File: config.mk
export PLATFORM = sky130hd
export DESIGN_NAME = pkey_guard
export DESIGN_NICKNAME = d
export VERILOG_FILES = /design/src/rtl/pkey_pkg.sv /design/src/rtl/pkey_rights_reg.sv /design/src/rtl/pkey_lookup.sv /design/src/rtl/pkey_decide.sv /design/src/rtl/pkey_guard.sv
export SDC_FILE = /design/constraint.sdc
export NUM_CORES = 1
export LEC_CHECK = 0
export ABC_AREA = 1
export BUFFER_PORTS_ARGS = -buffer_cell sky130_fd_sc_hd__buf_2
export CORE_MARGIN = 2
export CORE_UTILIZATION = 39
export CTS_BUF_LIST = sky130_fd_sc_hd__clkbuf_4 sky130_fd_sc_hd__clkbuf_8
export CTS_CLUSTER_SIZE = 8
export DETAILED_ROUTE_END_ITERATION = 12
export PLACE_DENSITY = 0.79
export SLEW_MARGIN = 20
export SYNTH_ARGS = -nofsm -noshare
export SYNTH_HDL_FRONTEND = slang
export SYNTH_SLANG_ARGS = --single-unit
export TNS_END_PERCENT = 10
File: constraint.sdc
create_clock -name clk -period 1.3 [get_ports clk]
set_clock_uncertainty 0.2 [all_clocks]
set_input_delay 0.195 -clock clk [delete_from_list [all_inputs] [get_ports clk]]
set_output_delay 0.195 -clock clk [all_outputs]
set_load 0.02 [all_outputs]
File: src/rtl/pkey_pkg.sv
package pkey_pkg;

   // Rights pair for one key; access-disable sits in the low bit.
   typedef struct packed {
      logic wd;
      logic ad;
   } key_rights_t;

   localparam int ERR_PRESENT_BIT = 0;
   localparam int ERR_WRITE_BIT   = 1;
   localparam int ERR_USER_BIT    = 2;
   localparam int ERR_KEY_BIT     = 5;

endpackage

File: src/rtl/pkey_rights_reg.sv
module pkey_rights_reg #(
   parameter int KEYS  = 16,
   parameter int SEL_W = 32,
   localparam int RW   = 2 * KEYS
) (
   input  logic             clk,
   input  logic             rst_n,
   input  logic             wr_en,
   input  logic             rd_en,
   input  logic [SEL_W-1:0] sel,
   input  logic [RW-1:0]    wr_data,
   input  logic             ld_en,
   input  logic [RW-1:0]    ld_data,
   output logic [RW-1:0]    rights,
   output logic [RW-1:0]    rd_data,
   output logic             gp_fault
);

   logic sel_ok;
   assign sel_ok = (sel == '0);

   // Restore path wins over the instruction write.
   always_ff @(posedge clk or negedge rst_n) begin
      if (!rst_n)
         rights <= '0;
      else if (ld_en)
         rights <= ld_data;
      else if (wr_en && sel_ok)
         rights <= wr_data;
   end

   always_ff @(posedge clk or negedge rst_n) begin
      if (!rst_n) begin
         rd_data  <= '0;
         gp_fault <= 1'b0;
      end else begin
         gp_fault <= (wr_en || rd_en) && !sel_ok;
         if (rd_en && sel_ok)
            rd_data <= rights;
      end
   end

endmodule

File: src/rtl/pkey_lookup.sv
module pkey_lookup
   import pkey_pkg::*;
#(
   parameter int ENTRY_W = 64,
   parameter int KEY_LSB = 59,
   parameter int KEY_W   = 4,
   parameter bit DECODED = 1'b1,
   localparam int KEYS   = 1 << KEY_W,
   localparam int RW     = 2 * KEYS
) (
   input  logic [ENTRY_W-1:0] entry,
   input  logic [RW-1:0]      rights,
   output logic               ad,
   output logic               wd
);

   logic [KEY_W-1:0] key;
   logic             unused_entry;

   assign key          = entry[KEY_LSB +: KEY_W];
   assign unused_entry = ^entry;

   generate
      if (DECODED) begin : g_decoded
         // One-hot key decode feeding an AND-OR tree.
         logic [KEYS-1:0] hit_ad;
         logic [KEYS-1:0] hit_wd;
         for (genvar i = 0; i < KEYS; i++) begin : g_key
            key_rights_t pair;
            assign pair      = rights[2*i +: 2];
            assign hit_ad[i] = (key == KEY_W'(i)) && pair.ad;
            assign hit_wd[i] = (key == KEY_W'(i)) && pair.wd;
         end
         assign ad = |hit_ad;
         assign wd = |hit_wd;
      end else begin : g_muxed
         key_rights_t pair;
         assign pair = rights[2*key +: 2];
         assign ad   = pair.ad;
         assign wd   = pair.wd;
      end
   endgenerate

endmodule

File: src/rtl/pkey_decide.sv
module pkey_decide
   import pkey_pkg::*;
#(
   parameter int ERR_W = 16
) (
   input  logic             clk,
   input  logic             rst_n,
   input  logic             acc_valid,
   input  logic             is_write,
   input  logic             is_user,
   input  logic             gate_en,
   input  logic             ad,
   input  logic             wd,
   output logic             dec_valid,
   output logic             dec_allow,
   output logic [ERR_W-1:0] dec_errcode
);

   logic             deny;
   logic [ERR_W-1:0] code;

   assign deny = gate_en && is_user && (ad || (wd && is_write));

   always_comb begin
      code                  = '0;
      code[ERR_PRESENT_BIT] = 1'b1;
      code[ERR_WRITE_BIT]   = is_write;
      code[ERR_USER_BIT]    = is_user;
      code[ERR_KEY_BIT]     = 1'b1;
   end

   always_ff @(posedge clk or negedge rst_n) begin
      if (!rst_n) begin
         dec_valid   <= 1'b0;
         dec_allow   <= 1'b0;
         dec_errcode <= '0;
      end else begin
         dec_valid   <= acc_valid;
         dec_allow   <= acc_valid && !deny;
         dec_errcode <= (acc_valid && deny) ? code : '0;
      end
   end

endmodule

File: src/rtl/pkey_guard.sv
module pkey_guard #(
   parameter int ENTRY_W        = 64,
   parameter int KEY_LSB        = 59,
   parameter int KEY_W          = 4,
   parameter int SEL_W          = 32,
   parameter int ERR_W          = 16,
   parameter bit LOOKUP_DECODED = 1'b1,
   localparam int KEYS          = 1 << KEY_W,
   localparam int RIGHTS_W      = 2 * KEYS
) (
   input  logic                clk,
   input  logic                rst_n,
   input  logic                acc_valid,
   input  logic [ENTRY_W-1:0]  acc_entry,
   input  logic                acc_is_write,
   input  logic                acc_is_user,
   input  logic                gate_en,
   output logic                dec_valid,
   output logic                dec_allow,
   output logic [ERR_W-1:0]    dec_errcode,
   input  logic                rr_wr_en,
   input  logic                rr_rd_en,
   input  logic [SEL_W-1:0]    rr_sel,
   input  logic [RIGHTS_W-1:0] rr_wr_data,
   output logic [RIGHTS_W-1:0] rr_rd_data,
   output logic                rr_gp_fault,
   input  logic                ss_load_en,
   input  logic [RIGHTS_W-1:0] ss_load_data,
   output logic [RIGHTS_W-1:0] ss_image
);

   generate
      if (KEY_LSB + KEY_W > ENTRY_W) begin : g_bad_key
         $error("key field lies outside the entry");
      end
      if (ERR_W < 6) begin : g_bad_err
         $error("error code too narrow for the key-violation bit");
      end
      if (KEY_W < 1 || KEY_W > 6) begin : g_bad_kw
         $error("key width out of supported range");
      end
   endgenerate

   logic [RIGHTS_W-1:0] rights;
   logic                key_ad;
   logic                key_wd;

   pkey_rights_reg #(.KEYS(KEYS), .SEL_W(SEL_W)) u_regs (
      .clk      (clk),
      .rst_n    (rst_n),
      .wr_en    (rr_wr_en),
      .rd_en    (rr_rd_en),
      .sel      (rr_sel),
      .wr_data  (rr_wr_data),
      .ld_en    (ss_load_en),
      .ld_data  (ss_load_data),
      .rights   (rights),
      .rd_data  (rr_rd_data),
      .gp_fault (rr_gp_fault)
   );

   assign ss_image = rights;

   pkey_lookup #(
      .ENTRY_W (ENTRY_W),
      .KEY_LSB (KEY_LSB),
      .KEY_W   (KEY_W),
      .DECODED (LOOKUP_DECODED)
   ) u_lookup (
      .entry  (acc_entry),
      .rights (rights),
      .ad     (key_ad),
      .wd     (key_wd)
   );

   pkey_decide #(.ERR_W(ERR_W)) u_decide (
      .clk         (clk),
      .rst_n       (rst_n),
      .acc_valid   (acc_valid),
      .is_write    (acc_is_write),
      .is_user     (acc_is_user),
      .gate_en     (gate_en),
      .ad          (key_ad),
      .wd          (key_wd),
      .dec_valid   (dec_valid),
      .dec_allow   (dec_allow),
      .dec_errcode (dec_errcode)
   );

endmodule

==> flow_summary.toml <==
[yosys]
ys_seq_area_frac = 0.471
yosys-mux-area-fraction = 0
syn_avg_cell_area_um2 = 7.91
synth_fa_ha_area_frac = 0
synth_top_family_by_area = "simple AND/OR/NAND/NOR gates"
yosysWarnings = 0
synth_xor_area_frac = 0
synth_area_um2 = 3720
synth_top_cell_by_area = "dfrtp_1"
yosys.area_share.simple = 0.293
synth-compound-area-share = 0.118
syn_inst = 470
yosysUniqueCellTypes = 27
synth-seq-cells = 70
synth_area_leaders = "dfrtp_1 47%, nand2_1 19%, o21ai_2 6.6%"
yosysTopAreaCellShare = 0.471

[place]
dp_hpwl_um = 8410
dp.cells = 806
numPortBuffers = 179
placed_area_um2 = 4990
gp_congestion = 0.967

[sta]
fmax_mhz = 679
slew_viol_final = 0
rsz0062_at_grt = "yes"
setup_viol = 81
setup_ws_ns = -0.173
holdWs_ns = 0.0191
final_hold_viol_count = 0
finalCriticalPeriod_ns = 1.47
finalCritPeriodShare = 1.13

[detailed_routing]
drcViolationCount = 0
wl_met1_um = 5400
via_count = 4323
detail_route.first_pass.iterations = 4
wl_um = 13900
avgRoutedWirePerCell_um = 15.5
drt_iter0_markers = 176
via_per_inst = 4.81
top_layer = "met4"
wl_met3_um = 918
dr_wl_met2_um = 7140
ant_nets = 0

[grt]
grt_max_degree = 71
overflow = 0
antenna_found_initial = 0
grt_usage = 0.253
grt_pass1_vias = 4424
grt_pass1_wl_um = 20300

[run_status]
outcome = "finished, violations left"
violations = "negative setup slack"

[setup_path]
crit_type = "reg -> reg"
cp-end-kind = "flip-flop"
crit_arrival_ns = 1.50
crit_fanout = 3
start_kind = "flip-flop"
cp_data_required_time_ns = 1.33

[layout]
final_cells = 898
nets = 933
drive_gt1_frac = 0.440
nFillCells = 678
synthToLayoutAreaGrowth_pct = 77.0
antenna_cells = 0
fin_area_um2 = 6580

[cts]
clock_latency_ns = 0.35
clockRootBuffer = "clkbuf_8"
htree_levels = 3
cts_tree = "built"
clock_sinks = 70
numCtsBuffers = 9
cts_max_path_buffers = 2
path_clk_slew_ns = 0.09

[hold_path]
hold_class = "in -> reg"

[power]
leakage_uw = 0.00354
total_power_uw = 6100
powerDensity_nw_per_um2 = 927
max-vdd-ir-drop_uv = 547

[floorplan]
start_util = 0.402
core.rowCount = 35
die_y_um = 102
die_area_um2 = 10300
io_pins = 252
coreArea_um2 = 9240
die_w_um = 102

[job]
maxCapViolCount = 0
==> layout by cell type, fill, tap and decap left out, types with 9 or more instances in the layout <==
cell type / count
nand2_1: 159
nor2_1: 19
clkbuf_8: 9
o21ai_2: 31
buf_4: 16
dfrtp_1: 70
o21ai_1: 34
inv_1: 39
conb_1: 12
nor2_2: 10
dlygate4sd3_1: 67
buf_6: 77
nand3_1: 25
buf_2: 134
nand2_2: 27
==> cell usage after synthesis <==
| cell | instances |
|---|---|
| buf_2 | 2 |
| clkbuf_1 | 7 |
| nor2_4 | 1 |
| buf_12 | 1 |
| nand3b_1 | 2 |
| clkinv_1 | 1 |
| buf_4 | 13 |
| o21ai_1 | 35 |
| nand4_1 | 2 |
| nor4_2 | 2 |
| nor4_1 | 2 |
| buf_8 | 5 |
| conb_1 | 1 |
| o21ai_2 | 28 |
| nand2_8 | 1 |
| nand3_1 | 26 |
| inv_1 | 42 |
| buf_6 | 4 |
| nand2_1 | 186 |
| nand2_4 | 2 |
| a21boi_0 | 1 |
| o21ai_0 | 2 |
| nor2_1 | 29 |
| nand2_2 | 2 |
| nand3_2 | 1 |
| nor3_1 | 2 |
| dfrtp_1 | 70 |
==> what timing repair did <==
item	in CTS	in global routing
endpoints found under the setup margin	77	129
pin swaps	4	25
hold buffers	67	0
gates resized for setup	95	72
gates cloned	0	7
hold endpoints to repair	107	0
setup buffers	1	1
==> state kept, by name (all words and copies together), names as in the netlist <==
name and count:
u_regs.gp_fault 1, u_decide.dec_valid 1, u_decide.dec_errcode 3, u_regs.rd_data 32
u_decide.dec_allow 1, u_regs.rights 32
==> area by class of cell <==
type | count | area, µm² | share of cell area
Timing Repair Buffer | 303 | 2540 | 0.386
Sequential cell | 70 | 1750 | 0.266
Multi-Input combinational cell | 337 | 1750 | 0.266
Inverter | 43 | 161 | 0.0245
Tap cell | 129 | 161 | 0.0245
Clock buffer | 10 | 131 | 0.0200
Clock inverter | 6 | 86.3 | 0.0131
==> worst max-delay path, stage by stage, from the launching register on <==
cell and delay, ns:
dfrtp_1 0.41, nand3_1 0.10, nand2_1 0.07, nor3_2 0.17
nand2_1 0.07, nor2_1 0.10, nand2_1 0.09, nand3_2 0.09
nor2_1 0.05
==> path summary, 6_finish.rpt <==
path                                           end                from  cells past startpoint  slack, ns
min reg2reg                     u_regs.rd_data[15]  u_regs.rd_data[15]                      2       0.29
min in group asynchronous       u_regs.rd_data[16]               rst_n                      3       0.21
max reg2reg                u_decide.dec_errcode[1]    u_regs.rights[8]                      8      -0.17
min                              u_regs.rights[11]    ss_load_data[11]                      5       0.02
max                        u_decide.dec_errcode[1]    u_regs.rights[8]                      8      -0.17
max in group asynchronous       u_regs.rd_data[31]               rst_n                      3       0.40
==> through the flow <==
step | setup slack, ns | util | TNS (ns)
6_report | -0.173 | 0.712 | -4.49
5_1_grt | -0.278 | 0.712 | -11.13
4_1_cts | -0.145 | 0.671 | -4.17
3_5_place_dp | -0.417 | 0.540 | -24.51
3_3_place_gp | -0.360 | 0.540 | -21.88
2_1_floorplan | -0.177 | - | -10.47
==> power breakdown <==
group	switching, µW	internal (µW)
logic	861	895
registers	101	2290
clock network	853	1100
==> routing by layer <==
layer / up-vias / track usage
met5: - / 0
met4: 0 / 0.114
met3: 39 / 0.0566
met2: 192 / 0.452
met1: 2045 / 0.286
li1: 2047 / -
==> kinds of logic (layout without fill, tap and decap cells) <==
family | Yosys count | count (layout)
AND/OR/NAND/NOR | 258 | 259
other | 1 | 12
buffers and inverters | 75 | 362
flip-flops | 70 | 70
AO/OA/AOI/OAI | 66 | 66
Power figures use the tool's default switching activity.
